## src/rtl/wtsb_pkg.sv

```systemverilog
package wtsb_pkg;

  typedef enum logic [1:0] {
    LK_NONE = 2'd0,
    LK_FULL = 2'd1,
    LK_PART = 2'd2
  } lk_res_e;

  function automatic int ring_next(input int ptr, input int depth);
    return (ptr == depth - 1) ? 0 : ptr + 1;
  endfunction

endpackage

```

## src/rtl/wtsb_ctrl.sv

```systemverilog
module wtsb_ctrl #(
  parameter int DEPTH = 4,
  localparam int PW = (DEPTH > 1) ? $clog2(DEPTH) : 1,
  localparam int CW = $clog2(DEPTH + 1)
) (
  input  logic          clk,
  input  logic          rst,
  input  logic          st_valid,
  input  logic          drain_ready,
  output logic          push_fire,
  output logic          pop_fire,
  output logic [PW-1:0] wr_ptr,
  output logic [PW-1:0] rd_ptr,
  output logic [CW-1:0] occ,
  output logic          full,
  output logic          empty
);
  import wtsb_pkg::*;

  logic [CW-1:0] occ_nx;

  always_comb begin
    pop_fire  = drain_ready && !empty;
    push_fire = st_valid && (!full || pop_fire);
    occ_nx    = occ;
    if (push_fire && !pop_fire)      occ_nx = occ + 1'b1;
    else if (pop_fire && !push_fire) occ_nx = occ - 1'b1;
  end

  always_ff @(posedge clk) begin
    if (rst) begin
      wr_ptr <= '0;
      rd_ptr <= '0;
      occ    <= '0;
      full   <= 1'b0;
      empty  <= 1'b1;
    end else begin
      if (push_fire) wr_ptr <= PW'(ring_next(int'(wr_ptr), DEPTH));
      if (pop_fire)  rd_ptr <= PW'(ring_next(int'(rd_ptr), DEPTH));
      occ   <= occ_nx;
      full  <= (occ_nx == CW'(DEPTH));
      empty <= (occ_nx == '0);
    end
  end

  a_r3_no_overflow: assert property (@(posedge clk) disable iff (rst)
    occ <= CW'(DEPTH));

  a_r4_full_blocks: assert property (@(posedge clk) disable iff (rst)
    full && st_valid && !drain_ready |=> full && $stable(occ));

  a_r5_full_swap: assert property (@(posedge clk) disable iff (rst)
    full && st_valid && drain_ready |=> full);

  a_r6_empty_hold: assert property (@(posedge clk) disable iff (rst)
    empty && drain_ready && !st_valid |=> empty);

  a_r7_full_release: assert property (@(posedge clk) disable iff (rst)
    full && drain_ready && !st_valid |=> !full);

endmodule

```

## src/rtl/wtsb_store.sv

```systemverilog
module wtsb_store #(
  parameter int DEPTH = 4,
  parameter int AW = 32,
  parameter int DW = 32,
  localparam int BW = DW / 8,
  localparam int PW = (DEPTH > 1) ? $clog2(DEPTH) : 1
) (
  input  logic                     clk,
  input  logic                     wr_en,
  input  logic [PW-1:0]            wr_ptr,
  input  logic [AW-1:0]            wr_addr,
  input  logic [DW-1:0]            wr_data,
  input  logic [BW-1:0]            wr_be,
  input  logic [PW-1:0]            rd_ptr,
  output logic [AW-1:0]            head_addr,
  output logic [DW-1:0]            head_data,
  output logic [BW-1:0]            head_be,
  output logic [DEPTH-1:0][AW-1:0] all_addr,
  output logic [DEPTH-1:0][DW-1:0] all_data,
  output logic [DEPTH-1:0][BW-1:0] all_be
);

  logic [AW-1:0] addr_mem [DEPTH];
  logic [DW-1:0] data_mem [DEPTH];
  logic [BW-1:0] be_mem   [DEPTH];

  always_ff @(posedge clk) begin
    if (wr_en) begin
      addr_mem[wr_ptr] <= wr_addr;
      data_mem[wr_ptr] <= wr_data;
      be_mem[wr_ptr]   <= wr_be;
    end
  end

  always_comb begin
    head_addr = addr_mem[rd_ptr];
    head_data = data_mem[rd_ptr];
    head_be   = be_mem[rd_ptr];
  end

  for (genvar g = 0; g < DEPTH; g++) begin : g_flat
    assign all_addr[g] = addr_mem[g];
    assign all_data[g] = data_mem[g];
    assign all_be[g]   = be_mem[g];
  end

endmodule

```

## src/rtl/wtsb_match.sv

```systemverilog
module wtsb_match #(
  parameter int DEPTH = 4,
  parameter int AW = 32,
  parameter int DW = 32,
  localparam int BW = DW / 8,
  localparam int OFS = $clog2(BW),
  localparam int PW = (DEPTH > 1) ? $clog2(DEPTH) : 1,
  localparam int CW = $clog2(DEPTH + 1)
) (
  input  logic                     clk,
  input  logic                     rst,
  input  logic                     probe_req,
  input  logic [AW-1:0]            probe_addr,
  input  logic [PW-1:0]            rd_ptr,
  input  logic [CW-1:0]            occ,
  input  logic [DEPTH-1:0][AW-1:0] all_addr,
  input  logic [DEPTH-1:0][DW-1:0] all_data,
  input  logic [DEPTH-1:0][BW-1:0] all_be,
  output logic                     probe_hit,
  output logic                     probe_partial,
  output logic [DW-1:0]            probe_data
);
  import wtsb_pkg::*;

  logic          found;
  logic [DW-1:0] sel_data;
  logic [BW-1:0] sel_be;
  logic [PW-1:0] slot;
  lk_res_e       res;

  // Walk from oldest to youngest so the last match kept is the youngest.
  always_comb begin
    found    = 1'b0;
    sel_data = '0;
    sel_be   = '0;
    slot     = '0;
    for (int i = 0; i < DEPTH; i++) begin
      slot = PW'((int'(rd_ptr) + i) % DEPTH);
      if (i < int'(occ) && all_addr[slot][AW-1:OFS] == probe_addr[AW-1:OFS]) begin
        found    = 1'b1;
        sel_data = all_data[slot];
        sel_be   = all_be[slot];
      end
    end
    if (!probe_req || !found) res = LK_NONE;
    else if (&sel_be)         res = LK_FULL;
    else                      res = LK_PART;
  end

  always_ff @(posedge clk) begin
    if (rst) begin
      probe_hit     <= 1'b0;
      probe_partial <= 1'b0;
      probe_data    <= '0;
    end else begin
      probe_hit     <= (res == LK_FULL);
      probe_partial <= (res == LK_PART);
      probe_data    <= (res == LK_FULL) ? sel_data : '0;
    end
  end

  a_r9_exclusive: assert property (@(posedge clk) disable iff (rst)
    !(probe_hit && probe_partial));

  a_r10_idle: assert property (@(posedge clk) disable iff (rst)
    !probe_req |=> !probe_hit && !probe_partial);

  a_r10_empty_miss: assert property (@(posedge clk) disable iff (rst)
    probe_req && occ == '0 |=> !probe_hit && !probe_partial);

endmodule

```

## src/rtl/wt_store_buf.sv

```systemverilog
module wt_store_buf #(
  parameter int DEPTH = 4,
  parameter int AW = 32,
  parameter int DW = 32,
  localparam int BW = DW / 8,
  localparam int PW = (DEPTH > 1) ? $clog2(DEPTH) : 1,
  localparam int CW = $clog2(DEPTH + 1)
) (
  input  logic          clk,
  input  logic          rst,
  input  logic          st_valid,
  input  logic [AW-1:0] st_addr,
  input  logic [DW-1:0] st_data,
  input  logic [BW-1:0] st_be,
  output logic          full,
  output logic          empty,
  input  logic          drain_ready,
  output logic          drain_valid,
  output logic [AW-1:0] drain_addr,
  output logic [DW-1:0] drain_data,
  output logic [BW-1:0] drain_be,
  input  logic          probe_req,
  input  logic [AW-1:0] probe_addr,
  output logic          probe_hit,
  output logic          probe_partial,
  output logic [DW-1:0] probe_data
);

  logic                     push_fire, pop_fire;
  logic [PW-1:0]            wr_ptr, rd_ptr;
  logic [CW-1:0]            occ;
  logic [DEPTH-1:0][AW-1:0] all_addr;
  logic [DEPTH-1:0][DW-1:0] all_data;
  logic [DEPTH-1:0][BW-1:0] all_be;

  wtsb_ctrl #(.DEPTH(DEPTH)) u_ctrl (
    .clk(clk), .rst(rst), .st_valid(st_valid), .drain_ready(drain_ready),
    .push_fire(push_fire), .pop_fire(pop_fire), .wr_ptr(wr_ptr),
    .rd_ptr(rd_ptr), .occ(occ), .full(full), .empty(empty)
  );

  wtsb_store #(.DEPTH(DEPTH), .AW(AW), .DW(DW)) u_store (
    .clk(clk), .wr_en(push_fire), .wr_ptr(wr_ptr), .wr_addr(st_addr),
    .wr_data(st_data), .wr_be(st_be), .rd_ptr(rd_ptr),
    .head_addr(drain_addr), .head_data(drain_data), .head_be(drain_be),
    .all_addr(all_addr), .all_data(all_data), .all_be(all_be)
  );

  wtsb_match #(.DEPTH(DEPTH), .AW(AW), .DW(DW)) u_match (
    .clk(clk), .rst(rst), .probe_req(probe_req), .probe_addr(probe_addr),
    .rd_ptr(rd_ptr), .occ(occ), .all_addr(all_addr), .all_data(all_data),
    .all_be(all_be), .probe_hit(probe_hit), .probe_partial(probe_partial),
    .probe_data(probe_data)
  );

  assign drain_valid = !empty;

  a_r2_pop_only_when_valid: assert property (@(posedge clk) disable iff (rst)
    pop_fire |-> drain_valid);

endmodule

```

## config.mk

```make
export PLATFORM = sky130hd
export DESIGN_NAME = wt_store_buf
export DESIGN_NICKNAME = d
export VERILOG_FILES = /design/src/rtl/wtsb_pkg.sv /design/src/rtl/wtsb_ctrl.sv /design/src/rtl/wtsb_store.sv /design/src/rtl/wtsb_match.sv /design/src/rtl/wt_store_buf.sv
export SDC_FILE = /design/constraint.sdc
export NUM_CORES = 1
export LEC_CHECK = 0
export ABC_AREA = 1
export BUFFER_PORTS_ARGS = -buffer_cell sky130_fd_sc_hd__clkbuf_2
export CAP_MARGIN = 15
export CORE_AREA = 2 2 262 238
export DETAILED_ROUTE_END_ITERATION = 8
export DIE_AREA = 0 0 264 240
export PLACE_DENSITY = 0.5
export SETUP_SLACK_MARGIN = 0.2
export SKIP_LAST_GASP = 1
export SLEW_MARGIN = 20
export SYNTH_ARGS = -nofsm -noshare
export SYNTH_HDL_FRONTEND = slang
export SYNTH_SLANG_ARGS = --single-unit
```

## constraint.sdc

```tcl
create_clock -name clk -period 3.8 [get_ports clk]
set_input_delay 0 -clock clk [delete_from_list [all_inputs] [get_ports clk]]
set_output_delay 0 -clock clk [all_outputs]
set_load 0.02 [all_outputs]
```

==> After elaboration in Yosys (flattened, before gate mapping) <==
Memory sizes are Yosys's and may differ from the RTL's. A register that Yosys moved wholly into a read port is not among the register bits.
Index checks and enable logic that the tools add are counted.
{ "totals": {"regBits": 43, "ramBits": 272, "inputBits": 105, "mem_count": 3} }
{ "mem_list": {"columns": ["memory", "depth", "width", "rd", "rd_clocked_by_memory_dff", "write_ports", "line_no", "source"], "rows": [
  ["u_store.addr_mem", 4, 32, 5, 1, 1, "wtsb_store.sv:23", "logic [AW-1:0] addr_mem [DEPTH];"],
  ["u_store.data_mem", 4, 32, 5, 1, 1, "wtsb_store.sv:24", "logic [DW-1:0] data_mem [DEPTH];"],
  ["u_store.be_mem", 4, 4, 5, 1, 1, "wtsb_store.sv:25", "logic [BW-1:0] be_mem [DEPTH];"]
]} }
{ "op_classes": {"addsub": 6, "n_lt_le_gt_ge": 8, "eq_ne": 9, "mux": 50, "bitwise": 1, "n_reduce_logical": 19} }
{ "op_table": {"columns": ["op", "n"], "rows": [
  ["32-bit binary-select mux with 2-bit select", 8],
  ["32-bit 2-to-1 mux", 12],
  ["30-bit equality test", 4],
  ["4-bit binary-select mux with 2-bit select", 4],
  ["4-bit 2-to-1 mux", 8],
  ["2-bit 2-to-1 mux", 10],
  ["2-bit by 3-bit less-than comparator with 1-bit output (second input constant)", 4],
  ["1-bit logical AND", 8],
  ["2-bit by 1-bit equality test with 1-bit output (second input constant)", 3],
  ["1-bit zero test", 6],
  ["1-bit by 3-bit less-than comparator with 1-bit output (first input constant)", 2],
  ["2-bit by 3-bit less-than comparator with 1-bit output (first input constant)", 2],
  ["1-bit 2-to-1 mux", 6],
  ["3-bit 2-to-1 mux", 2],
  ["2-bit by 1-bit adder with 2-bit output (second input constant)", 2],
  ["2-bit adder (second input constant)", 2],
  ["4-bit AND reduction", 1],
  ["3-bit by 1-bit adder with 3-bit output (second input constant)", 1],
  ["3-bit equality test (second input constant)", 1],
  ["3-bit zero test", 1],
  ["3-bit by 1-bit subtractor with 3-bit output (second input constant)", 1],
  ["2-bit equality test (second input constant)", 1],
  ["1-bit logical OR", 2],
  ["2-bit OR reduction", 1],
  ["1-bit inverter", 1]
]} }

==> Longest topological paths before layout <==
Gate-level depths: netlist of the first run.
An unclocked memory read counts as a cell.
{ "depth": {"depth_word": 15, "depth_mapped": 23, "mapped_depth_nobuf": 19} }

==> Cells and area by module <==
A second synthesis of the first run with hierarchy kept.
{ "unflattened": {"cells_unflattened": 3193, "area_unflattened_um2": 22355.2} }
{ "modules_own_cells": {"columns": ["module", "instances", "cells_per_inst", "area_per_inst_um2", "seq_area_each_um2"], "rows": [
  ["wtsb_store", 1, 1073, 11410.9, 8167.8],
  ["wtsb_match", 1, 2052, 10410.0, 680.7],
  ["wtsb_ctrl", 1, 67, 530.5, 180.2],
  ["wt_store_buf", 1, 1, 3.8, 0.0]
]} }

==> Worst setup path before layout of the first run <==
OpenSTA, ideal clock, no wires.
{ "synth_path": {"kind": "register -> register", "from": "register u_ctrl.empty", "to": "memory u_store.addr_mem[0][0] (enable)", "setup_ns": 0.494, "arrival_ns": 3.860, "slack_ns": -0.554, "path_stages_with_launch": 6, "path_buffers": 0, "cell_sequence": "dfxtp_1 -> inv_1 -> nand2_1 -> a21oi_1 -> inv_1 -> nor2_1"} }
{ "synth_via": {"elab_chain_cells": 6} }
{ "synth_rtl": {"columns": ["item", "line_no", "source"], "rows": [
  ["start: declaration", "wtsb_ctrl.sv:16", "output logic empty"],
  ["start signal: assignment", "wtsb_ctrl.sv:42", "empty <= (occ_nx == '0);"],
  ["1-bit zero test", null, null],
  ["named net drain_valid", "wt_store_buf.sv:18", "output logic drain_valid,"],
  ["1-bit logical AND", "wtsb_ctrl.sv:23", "pop_fire = drain_ready && !empty;"],
  ["1-bit logical OR", "wtsb_ctrl.sv:24", "push_fire = st_valid && (!full || pop_fire);"],
  ["1-bit logical AND", "wtsb_ctrl.sv:24", null],
  ["1-bit 2-to-1 mux", "wtsb_store.sv:28", "if (wr_en) begin"],
  ["1-bit 2-to-1 mux (implied by the code)", "wtsb_store.sv:29", "addr_mem[wr_ptr] <= wr_addr;"],
  ["end: declaration", "wtsb_store.sv:23", null]
]} }
The timed path passes the listed nets, and every way through them passes these cells.

==> Worst setup path in the final report of the first run <==
{ "layout_path": {"from": "register u_ctrl.rd_ptr[1]", "to": "register u_match.probe_data[12]"} }
{ "layout_via": {"elab_chain_cells": 14} }
{ "layout_rtl": {"columns": ["item", "line_no", "source"], "rows": [
  ["start: declaration", "wtsb_ctrl.sv:13", "output logic [PW-1:0] rd_ptr,"],
  ["start signal: assignment", "wtsb_ctrl.sv:39", "if (pop_fire) rd_ptr <= PW'(ring_next(int'(rd_ptr), DEPTH));"],
  ["2-bit by 1-bit adder with 2-bit output / 32-bit binary-select mux with 2-bit select (equally long branches)", "wtsb_match.sv:38, wtsb_match.sv:39", null],
  ["32-bit binary-select mux with 2-bit select / 32-bit 2-to-1 mux (equally long branches)", "wtsb_match.sv:39", "if (i < int'(occ) && all_addr[slot][AW-1:OFS] == probe_addr[AW-1:OFS]) begin"],
  ["32-bit 2-to-1 mux (implied by the code) / 30-bit equality test (equally long branches)", "wtsb_match.sv:39", null],
  ["30-bit equality test / 1-bit logical AND (equally long branches)", "wtsb_match.sv:39", null],
  ["1-bit logical AND (tied with other cells)", "wtsb_match.sv:39", null],
  ["4-bit 2-to-1 mux / 1-bit 2-to-1 mux (equally long branches) (3 in a row)", "wtsb_match.sv:39", null],
  ["4-bit AND reduction / 1-bit zero test (equally long branches)", "wtsb_match.sv:46, wtsb_match.sv:45", null],
  ["2-bit 2-to-1 mux / 1-bit logical OR (equally long branches)", "wtsb_match.sv:46, wtsb_match.sv:45", null],
  ["2-bit 2-to-1 mux", "wtsb_match.sv:45", "if (!probe_req || !found) res = LK_NONE;"],
  ["2-bit by 1-bit equality test with 1-bit output", "wtsb_match.sv:58", "probe_data <= (res == LK_FULL) ? sel_data : '0;"],
  ["1-bit inverter (no source line)", null, null],
  ["2-bit OR reduction (no source line)", null, null],
  ["end signal: assignment", "wtsb_match.sv:58", null],
  ["end: declaration", "wtsb_match.sv:21", "output logic [DW-1:0] probe_data"]
]} }
Parallel ways exist; a longest one is shown, timed or not. The select of a mux whose other input is x is not followed.
A chain may end at the register's enable or synchronous reset.

==> results of run 1 <==
==> repair_timing <==
item	CTS	global route
endpoints found under the hold margin	284	0
setup endpoints to repair	0	0
hold buffers	73	0
setup buffers	0	0
==> synthesized netlist by cell type, drive strengths merged (8+ instances only) <==
cell	n
nand2	955
nand3	354
nor2	305
o21ai	273
edfxtp	272
inv	130
mux2i	97
buf	92
clkbuf	78
o22ai	69
dfxtp	45
o211ai	32
xor2	19
a21oi	16
nand4	11
ha	8
==> state kept, by name, indices dropped and copies added (netlist names), named ones only <==
signal and cells:
u_ctrl.empty 1, u_ctrl.full 1, u_ctrl.occ 3, u_ctrl.rd_ptr 2, u_ctrl.wr_ptr 2, u_match.probe_data 32
u_match.probe_hit 1, u_match.probe_partial 1, u_store.addr_mem 128, u_store.be_mem 16, u_store.data_mem 128
==> final cells by class <==
class	count	area share
Clock buffer	46	0.04318
Tap cell	792	0.04096
Antenna cell	5	0.0005171
Clock inverter	25	0.008429
Inverter	130	0.02053
Timing Repair Buffer	328	0.09515
Multi-Input combinational cell	2150	0.4159
Sequential cell	317	0.3753
==> layer usage <==
layer / routed length, µm / share of wire
met1: 33850 / 0.46
met2: 32870 / 0.45
met3: 4927 / 0.067
met4: 1420 / 0.019
met5: 66 / 0.00090
==> worst max-delay path, cell delays in order, from the launching register on <==
cell,delay [ns]
dfxtp_4,0.38
clkinv_2,0.51
nand3_1,0.32
nand3_1,0.24
nand2_1,0.12
or2_1,0.19
nor2_1,0.06
nand2_1,0.09
nor2_1,0.06
nand2_2,0.10
buf_4,0.62
nor2_1,0.10
nor2_1,0.12
nand2_1,0.06
nand2_1,0.08
nor2_1,0.06
==> through the flow <==
step | TNS [ns] | setup WS, ns | std cells | power, mW | hold slack [ns]
finish | 0 | 0.5097 | 3793 | 14.21 | 0.1826
global route | 0 | 0.2056 | 3793 | 15.12 | 0.1849
CTS | 0 | 0.5819 | 3788 | 14.27 | 0.1510
detailed placement | 0 | 0.6014 | 3644 | 10.50 | 0.2214
global placement | 0 | 0.6477 | 3644 | 10.41 | 0.2159
floorplan | -150.73 | -0.5542 | 2767 | 8.459 | 0.07238
==> path summary, 6_finish.rpt <==
check,start,endpoint,cells after the start
hold / removal,st_addr[17],u_store.addr_mem[3][17],2
hold reg to reg,u_ctrl.wr_ptr[1],u_ctrl.wr_ptr[1],2
setup / recovery,u_ctrl.rd_ptr[1],u_match.probe_data[12],15
setup reg to reg,u_ctrl.rd_ptr[1],u_match.probe_data[12],15
==> power groups by stage <==
stage | Clock (mW) | Sequential [mW] | Combinational (mW)
global route | 3.87 | 4.40 | 6.85
finish | 3.67 | 4.36 | 6.18
detailed placement | 0 | 4.43 | 6.07
global placement | 0 | 4.42 | 5.99
floorplan | 0 | 4.36 | 4.10
CTS | 3.75 | 4.36 | 6.16
==> logic make-up (layout without fill, tap and decap cells) <==
kind of cell	after synthesis	in the layout	synth area share
and+or+nand+nor	1633	1633	0.3255
AOI/OAI and AO/OA	393	393	0.1050
DFF	317	317	0.4449
buffers and inverters	300	529	0.06378
muxes	97	97	0.04764
xor gates and xnor gates	19	19	0.008165
adders and majority gates	8	8	0.004911
other	0	5	0
==> reports/metrics.yaml, run 1 <==
cts:
  htree_levels: 2
  cts_inserted_buffers: 39
  clkLatencyLatePin_ns: 0.58
  clockBufferDepth: 3
  cts_root_buffer: "clkbuf_16"
  clkSlewWorstSetupHoldPaths_ns: 0.06
  cts_sinks: 317
  ctsResizeCount: 0
  tritoncts: "built"
place:
  place_hpwl_um: 49110
  place_congestion: 0.9612
  port_buffers: 207
  placed_area_um2: 22200
synthesis:
  yosys-top-cells-area: "edfxtp_1, nand2_1, nand3_1"
  yosysTopAreaCell: "edfxtp_1"
  syn_area_per_cell_um2: 7.366
  async_flop_share: 0
  yosys_warnings: 0
  ys_seq_elements: 317
  syn_nets: 2880
  ys_seq_area_frac: 0.4449
  syn-instance-count: 2767
  synth_top_area_frac: 0.4007
  ys.flop_type: "edfxtp_1"
  synthesis.area_um2: 20380
  synth_cell_types: 33
  synth_edf_count: 272
worst_setup_path:
  critPathMaxFanout: 64
  regToRegSetupSlack_ns: 0.51
  setup.worst_path.end_class: "register"
  crit_required_ns: 4.25
  arrival_ns: 3.74
  crit_path_start_kind: "register"
  crit_type: "reg2reg"
sta:
  fin_crit_sh: 0.8659
  setup_violations: 0
  rsz0062_at_grt: "false"
  max_slew.worst_pin.slew_ns: 1.106
  max_freq_mhz: 303.9
  drv_slew: 0
  period_needed_ns: 3.290
  slew_headroom: 0.2626
  hold_viol: 0
  finalClockSkew_ns: 0.02572
power:
  power_density_nw_per_um2: 587.3
  internal_power_mw: 8.079
  ir_drop_mv: 0.3974
  combPwrFrac: 0.435
  p_leak_nw: 10.30
  clockPowerShare: 0.258
  power.switching_mw: 6.131
  p_sw_frac: 0.4314
  seqPwrFrac: 0.307
layout:
  fin_util: 0.3987
  layout.cells.most_common: "nand2_1"
  mostFrequentLayoutCells: "nand2_1, nand3_1, nor2_1, edfxtp_1, o21ai_0"
  final_layout_size_suffix_gt1_frac: 0.1135
  multi_input_area_um2: 10060
  fin_area_um2: 24200
  fillCellCount: 6231
  syn_to_final_growth_pct: 18.71
  nets: 3079
  ff_latch_area_um2: 9081
flow_run:
  maxCapViolations: 0
global_route:
  antenna_found_initial: 11
  use_met1: 0.3159
  first_global_vias: 19111
  met3_usage: 0.03697
  track_usage: 0.2281
  grt_max_degree: 94
  grt_pass1_wl_um: 111600
  use_met2: 0.3689
  grt_overflow_total: 0
  busiest_layer: "met2"
route:
  drtIter0Drc: 1804
  drt-total-wl_um: 73140
  viasPerCell: 5.302
  drc: 0
  first_pass_iters: 5
  num_vias: 20111
  wl_per_cell_um: 19.28
  postRouteAntennaNets: 0
floorplanning:
  io_pins: 210
  die-area_um2: 63360
  fp.dieH_um: 240
  rows: 86
  die_w_um: 264
  core-area_um2: 60690
  initial_core_util: 0.3358
status:
  status: "finished clean"
min_path:
  hold_path_class: "in2reg"
Power figures use the tool's default switching activity.
==> run 2, diff against run 1 <==
--- a/config.mk
+++ b/config.mk
@@ -8,13 +8,14 @@
 export ABC_AREA = 1
 export BUFFER_PORTS_ARGS = -buffer_cell sky130_fd_sc_hd__clkbuf_2
 export CAP_MARGIN = 15
-export CORE_AREA = 2 2 262 238
+export CORE_AREA = 2 2 291 264
 export DETAILED_ROUTE_END_ITERATION = 8
-export DIE_AREA = 0 0 264 240
-export PLACE_DENSITY = 0.5
+export DIE_AREA = 0 0 293 266
+export PLACE_DENSITY = 0.45
 export SETUP_SLACK_MARGIN = 0.2
 export SKIP_LAST_GASP = 1
 export SLEW_MARGIN = 20
 export SYNTH_ARGS = -nofsm -noshare
 export SYNTH_HDL_FRONTEND = slang
+export SYNTH_HIERARCHICAL = 1
 export SYNTH_SLANG_ARGS = --single-unit
==> run 2 against run 1 <==
Against the previous run: area after synthesis is 9.7% higher; count of clock-buffer cells in the layout is 13 higher; synthesized cell count is 15% higher; wire length is 4.4% higher; cell count is 16% higher; critical path depth is 3 higher; flip-flop and latch count is 2 lower; die area is 23% higher; highest routed layer unchanged.
==> reports/metrics.yaml, run 2 <==
worst_setup_path:
  critPathMaxFanout: 88  # +38%
  setup.worst_path.end_class: "register"
  crit_type: "reg2reg"
  crit_required_ns: 4.30  # +0.05 ns
  arrival_ns: 3.80  # +0.06 ns
  crit_path_start_kind: "register"
synthesis:
  yosysTopAreaCell: "edfxtp_1"
  synth_cell_types: 41  # +24%
  syn_area_per_cell_um2: 7.001  # -5.0%
  yosys_warnings: 6  # +6
  yosys-top-cells-area: "edfxtp_1, nand2_1, nand3_1"
  netlist_top_cells_count: "nand2_1, inv_1, nand3_1, edfxtp_1, mux2i_1"
  ys.flop_type: "edfxtp_1"
  async_flop_share: 0  # unchanged
  ys_seq_area_frac: 0.4039  # -0.04106
  synth.most_common_cell: "nand2_1"
  syn_nets: 3302  # +15%
  synthesis.area_um2: 22360  # +9.7%
  synth_edf_count: 272  # unchanged
  ys_seq_elements: 315  # -0.63%
  syn-instance-count: 3193  # +15%
  synth_top_area_frac: 0.3654  # -0.03537
global_route:
  grt_overflow_total: 0  # unchanged
  track_usage: 0.1939  # -0.03423
  grt_pass1_wl_um: 116100  # +4.0%
  grt_max_degree: 89  # -5.3%
  first_global_vias: 19136  # +0.13%
  antenna_found_initial: 6  # -5
place:
  dp.cells: 4259  # +17%
  place_hpwl_um: 51050  # +4.0%
  port_buffers: 207  # unchanged
  place_congestion: 0.8992  # -6.5%
  dpl_worst_slack_ns: 0.4339  # -0.1675 ns
  placed_area_um2: 24320  # +9.5%
cts:
  htree_levels: 2  # unchanged
  clockBufferDepth: 3  # unchanged
  clkSlewWorstSetupHoldPaths_ns: 0.06  # about the same
  cts_inserted_buffers: 39  # unchanged
  cts_sinks: 315  # -0.63%
  clkLatencyLatePin_ns: 0.59  # about the same
  cts_setup_buffers: 0  # unchanged
  cts_root_buffer: "clkbuf_16"
  tritoncts: "built"
layout:
  largest_registers: "u_store/addr_mem (128), u_store/data_mem (128), u_match/probe_data (32)"
  syn_to_final_growth_pct: 18.04
  final_layout_size_suffix_gt1_frac: 0.1031  # -0.01036
  mostFrequentLayoutCells: "nand2_1, inv_1, nand3_1, edfxtp_1, clkbuf_2"
  nets: 3503  # +14%
  final_cells: 4405  # +16%
  layout.cells.most_common: "nand2_1"
  fin_area_um2: 26390  # +9.1%
flow_run:
  maxCapViolations: 0  # unchanged
route:
  postRouteAntennaNets: 0  # unchanged
  num_vias: 20621  # +2.5%
  drc: 0  # unchanged
  wl_per_cell_um: 17.33  # -10%
  drt-total-wl_um: 76330  # +4.4%
  drtIter0Drc: 1491  # -17%
  viasPerCell: 4.681  # -12%
  first_pass_iters: 6  # +1
power:
  power_density_nw_per_um2: 542.2  # -7.7%
  p_leak_nw: 13.01  # +26%
  ir_drop_mv: 0.3109  # -22%
sta:
  fin_ws_ns: 0.5087  # -0.0009900 ns
  hold_viol: 0  # unchanged
  max_freq_mhz: 303.8  # about the same
  period_needed_ns: 3.291  # +0.0009900 ns
  finalClockSkew_ns: 0.03378  # +0.008063 ns
  fin_setup_tns_ns: 0  # unchanged
  fin_crit_sh: 0.8661  # about the same
  slew_headroom: 0.4461  # +0.1835
  drv_slew: 0  # unchanged
  max_slew.worst_pin.slew_ns: 0.8309  # -0.2752 ns
  setup_violations: 0  # unchanged
  rsz0062_at_grt: "false"
min_path:
  hold_path_class: "in2reg"
floorplanning:
  io_pins: 210  # unchanged
  initial_core_util: 0.2968  # -0.03902
  die-area_um2: 77940  # +23%
  core-area_um2: 75310  # +24%
  fp.dieH_um: 266  # +11%
  rows: 96  # +12%
  die_w_um: 293  # +11%
status:
  status: "finished clean"
[run 2: area by class of cell]
class	instances	area (µm²)
fill	7962	48920
multi-input combinational	2288	10860
sequential	315	9036
timing repair buffer	334	2394
inverter	416	1570
tap	980	1226
clock buffer	59	1101
clock inverter	11	191.4
antenna	2	5.005
[run 2: timing repair]
| action | 4_1_cts | 5_1_grt |
|---|---|---|
| endpoints found under the hold margin | 282 | 0 |
| endpoints found under the setup margin | 0 | 16 |
| hold buffers | 74 | 0 |
| resized for setup | 0 | 5 |
[run 2: final timing paths]
path              cells past startpoint             start                     end  slack (ns)
hold reg to reg                       2  u_ctrl/wr_ptr[1]        u_ctrl/wr_ptr[1]        0.64
hold / removal                        2        st_data[8]  u_store/data_mem[0][8]        0.17
setup / recovery                     18  u_ctrl/rd_ptr[0]  u_match/probe_data[27]        0.51
setup reg to reg                     18  u_ctrl/rd_ptr[0]  u_match/probe_data[27]        0.51
[run 2: worst max-delay path, cell delays in order (launching register included)]
cell and delay [ns]:
dfxtp_4 0.38, buf_16 0.22, buf_4 0.26, o21ai_0 0.40
nand2_1 0.12, nand3_1 0.16, nand2_1 0.07, nor2_1 0.13
nand2_1 0.06, nor2_1 0.21, nand2_1 0.13, inv_1 0.08
nand2_2 0.09, o21ai_1 0.20, nor2_1 0.08, nor2_1 0.11
nand2_2 0.10, buf_4 0.22, nor2_1 0.11
[run 2: cells by family (layout without fill, tap and decap cells)]
group / after synthesis / in the layout / share of synthesized area
other: 0 / 2 / 0
AO/OA/AOI/OAI: 176 / 176 / 0.05032
XOR/XNOR: 24 / 24 / 0.009403
multiplexers: 161 / 161 / 0.07209
adder cells (fa/ha/maj): 4 / 4 / 0.002239
buffers and inverters: 590 / 820 / 0.1129
AND/OR/NAND/NOR: 1923 / 1923 / 0.3492
flip-flops: 315 / 315 / 0.4039
[run 2: where the power goes]
group | internal, mW | switching, mW | total [mW] | leakage [nW]
sequential | 4.03 | 0.190 | 4.22 | 2.85
combinational | 1.92 | 4.37 | 6.29 | 9.54
clock | 2.23 | 1.57 | 3.80 | 0.624
total | 8.18 | 6.12 | 14.3 | 13.0
[run 2: through the flow]
step	total power [mW]	hold WS, ns	utilization
after floorplan	8.635	0.07337	-
after global placement	10.47	0.2236	0.3230
after detailed placement	10.50	0.2207	0.3230
after CTS	14.44	0.1281	0.3499
after global routing	15.31	0.1503	0.3503
final	14.31	0.1653	0.3504
[run 2: routing by layer]
| layer | share of wire | global-route usage | routed length [µm] |
|---|---|---|---|
| met2 | 0.45 | 0.3113 | 34290 |
| met4 | 0.019 | 0.04463 | 1429 |
| met1 | 0.48 | 0.2740 | 36330 |
| met5 | 0.00084 | 0 | 64 |
| met3 | 0.055 | 0.02903 | 4219 |
==> run 3, diff against run 2 <==
--- a/config.mk
+++ b/config.mk
@@ -9,8 +9,10 @@
 export BUFFER_PORTS_ARGS = -buffer_cell sky130_fd_sc_hd__clkbuf_2
 export CAP_MARGIN = 15
 export CORE_AREA = 2 2 291 264
+export CTS_BUF_LIST = sky130_fd_sc_hd__clkbuf_2 sky130_fd_sc_hd__clkbuf_4 sky130_fd_sc_hd__clkbuf_8
 export DETAILED_ROUTE_END_ITERATION = 8
 export DIE_AREA = 0 0 293 266
+export HOLD_SLACK_MARGIN = 0.03
 export PLACE_DENSITY = 0.45
 export SETUP_SLACK_MARGIN = 0.2
 export SKIP_LAST_GASP = 1
==> run 3 against run 2 <==
Against the previous run: clock power hardly changed; die area did not move; combinational power up 1%; critical endpoint unchanged; highest routed layer unchanged.
==> reports/metrics.yaml, run 3 (synthesis results as in run 2) <==
route:
  drc: 0  # unchanged
  drt-total-wl_um: 77330  # +1.3%
  first_pass_iters: 5  # -1
  postRouteAntennaNets: 0  # unchanged
  wl_per_cell_um: 17.26  # -0.37%
  viasPerCell: 4.672  # -0.19%
  drtIter0Drc: 1512  # +1.4%
  num_vias: 20927  # +1.5%
cts:
  cts_root_buffer: "clkbuf_8"
  cts_sinks: 315  # unchanged
  clockBufferDepth: 3  # unchanged
  tritoncts: "built"
  clkSlewWorstSetupHoldPaths_ns: 0.07  # about the same
  htree_levels: 2  # unchanged
  cts_setup_buffers: 0  # unchanged
  cts_inserted_buffers: 61  # +56%
  clkLatencyLatePin_ns: 0.73  # +0.14 ns
floorplanning:
  io_pins: 210  # unchanged
  initial_core_util: 0.2968  # unchanged
  rows: 96  # unchanged
  die_w_um: 293  # unchanged
  core-area_um2: 75310  # unchanged
  fp.dieH_um: 266  # unchanged
  die-area_um2: 77940  # unchanged
worst_setup_path:
  r2r-end: "u_match/probe_data[27]"
  rr_worst_depth: 20  # +2
  crit_path_start_kind: "register"
  timing.rr.start: "u_ctrl/rd_ptr[0]"
  arrival_ns: 3.89  # +0.09 ns
  regToRegSetupSlack_ns: 0.51  # about the same
  crit_top_cell: "nand2_1"
  worst_path_largest_cell_delay_ns: 0.41  # about the same
  crit_type: "reg2reg"
  critPathMaxFanout: 88  # unchanged
  crit_required_ns: 4.40  # +0.10 ns
  slowest_stage: "dfxtp_4"
  setup.worst_path.end_class: "register"
  crit_chain: "buf_16, buf_6, nand2_1, nand3_1, nand2_1, nand2_1, nand2_1, a21oi_1, nand2_1, nor2_1, nand2_1, nor2_2, inv_2, buf_12, nand2_1, nor2_1, nor2_1, nand2_2, buf_4, nor2_1"
flow_run:
  maxCapViolations: 0  # unchanged
layout:
  final_layout_size_suffix_gt1_frac: 0.1142  # +0.01104
  mostFrequentLayoutCells: "nand2_1, inv_1, nand3_1, edfxtp_1, clkbuf_2"
  fillCellCount: 7997  # +0.44%
  syn_to_final_growth_pct: 19.63
  fin_area_um2: 26740  # +1.3%
  layout.cells.most_common: "nand2_1"
  ff_latch_area_um2: 9036  # unchanged
  nets: 3552  # +1.4%
  largest_registers: "u_store/addr_mem (128), u_store/data_mem (128), u_match/probe_data (32)"
  multi_input_area_um2: 10890  # +0.21%
sta:
  fin_crit_sh: 0.8659  # about the same
  finalClockSkew_ns: 0.06994  # +0.03615 ns
  setup_violations: 0  # unchanged
  fin_setup_tns_ns: 0  # unchanged
  max_freq_mhz: 303.9  # about the same
  max_slew.worst_pin.slew_ns: 0.8261  # -0.004804 ns
  hold_viol: 0  # unchanged
  period_needed_ns: 3.290  # -0.0007830 ns
  drv_slew: 0  # unchanged
  slew_headroom: 0.4493  # +0.003203
  rsz0062_at_grt: "false"
global_route:
  grt_max_degree: 89  # unchanged
  antenna_found_initial: 8  # +2
  grt_overflow_total: 0  # unchanged
  first_global_vias: 19490  # +1.8%
  track_usage: 0.1950  # +0.001142
  grt_pass1_wl_um: 117100  # +0.87%
min_path:
  min_from: "st_data[30]"
  min_to: "u_store/data_mem[2][30]"
  hold_path_class: "in2reg"
  whs_path_depth: 2  # unchanged
place:
  placed_area_um2: 24320  # unchanged
  place_hpwl_um: 51050  # unchanged
  place_congestion: 0.8992  # unchanged
  port_buffers: 207  # unchanged
power:
  ir_drop_mv: 0.2999  # -3.5%
  power_density_nw_per_um2: 536.6  # -1.0%
  p_leak_nw: 13.22  # +1.6%
status:
  status: "finished clean"
run 3: changes by cell type in the layout (fill, tap and decap cells not counted), moves of 14 or more:
cell / previous run / this run
clkbuf_8: 5 / 66
clkbuf_1: 15 / 0
clkbuf_16: 39 / 0
clkinv_1: 0 / 16
dlygate4sd3_1: 74 / 100
clkbuf_4: 0 / 14
run 3: worst max-delay path: cells and delay by family, from the launching register on:
kind                   cells  cell delay, ns
AO/OA/AOI/OAI              1            0.30
buffers and inverters      5            1.09
flip-flops                 1            0.41
AND/OR/NAND/NOR           14            1.31
run 3: layout make-up:
type                            instances  share of cell area
Sequential cell                       315              0.3379
Inverter                              416             0.05872
Clock inverter                         35             0.01282
Tap cell                              980             0.04585
Antenna cell                            4           0.0003743
Clock buffer                           80             0.03790
Timing Repair Buffer                  360             0.09937
Multi-Input combinational cell       2289              0.4071
run 3: how the worst max path moves through the flow:
stage                                start                endpoint  slack (ns)  cells past startpoint
after floorplan               u_ctrl/empty  u_store/addr_mem[0][0]       -0.14                      5
after global placement    u_ctrl/rd_ptr[0]   u_match/probe_data[8]        0.44                     20
after detailed placement  u_ctrl/rd_ptr[0]  u_match/probe_data[27]        0.43                     12
after CTS                 u_ctrl/rd_ptr[0]  u_match/probe_data[27]        0.37                     20
after global routing      u_ctrl/rd_ptr[0]  u_match/probe_data[27]        0.21                     19
final                     u_ctrl/rd_ptr[0]  u_match/probe_data[27]        0.51                     20
run 3: stage by stage:
stage	util	total power, mW	setup slack, ns	hold slack (ns)	instances
after global placement	0.3230	10.47	0.4369	0.2236	4259
after CTS	0.3543	14.45	0.3743	0.03082	4474
after detailed placement	0.3230	10.50	0.4339	0.2207	4259
after floorplan	-	8.635	-0.1363	0.07337	3193
final	0.3551	14.35	0.5095	0.08722	4479
after global routing	0.3551	15.37	0.2079	0.05815	4478
run 3: power breakdown:
| group | internal, mW | switching (mW) |
|---|---|---|
| Combinational | 1.95 | 4.40 |
| Clock | 2.17 | 1.61 |
| Sequential | 4.03 | 0.191 |
run 3: routing by layer:
layer	track usage	wire length (µm)	vias to the layer above
li1	-	-	10669
met1	0.2739	36940	9662
met2	0.3129	34680	478
met3	0.03103	4069	108
met4	0.04685	1581	10
met5	0	64	-
run 3: timing repair:
action	CTS	global route
hold endpoints to repair	299	0
setup endpoints to repair	0	30
hold buffers	100	0
resized for setup	0	8
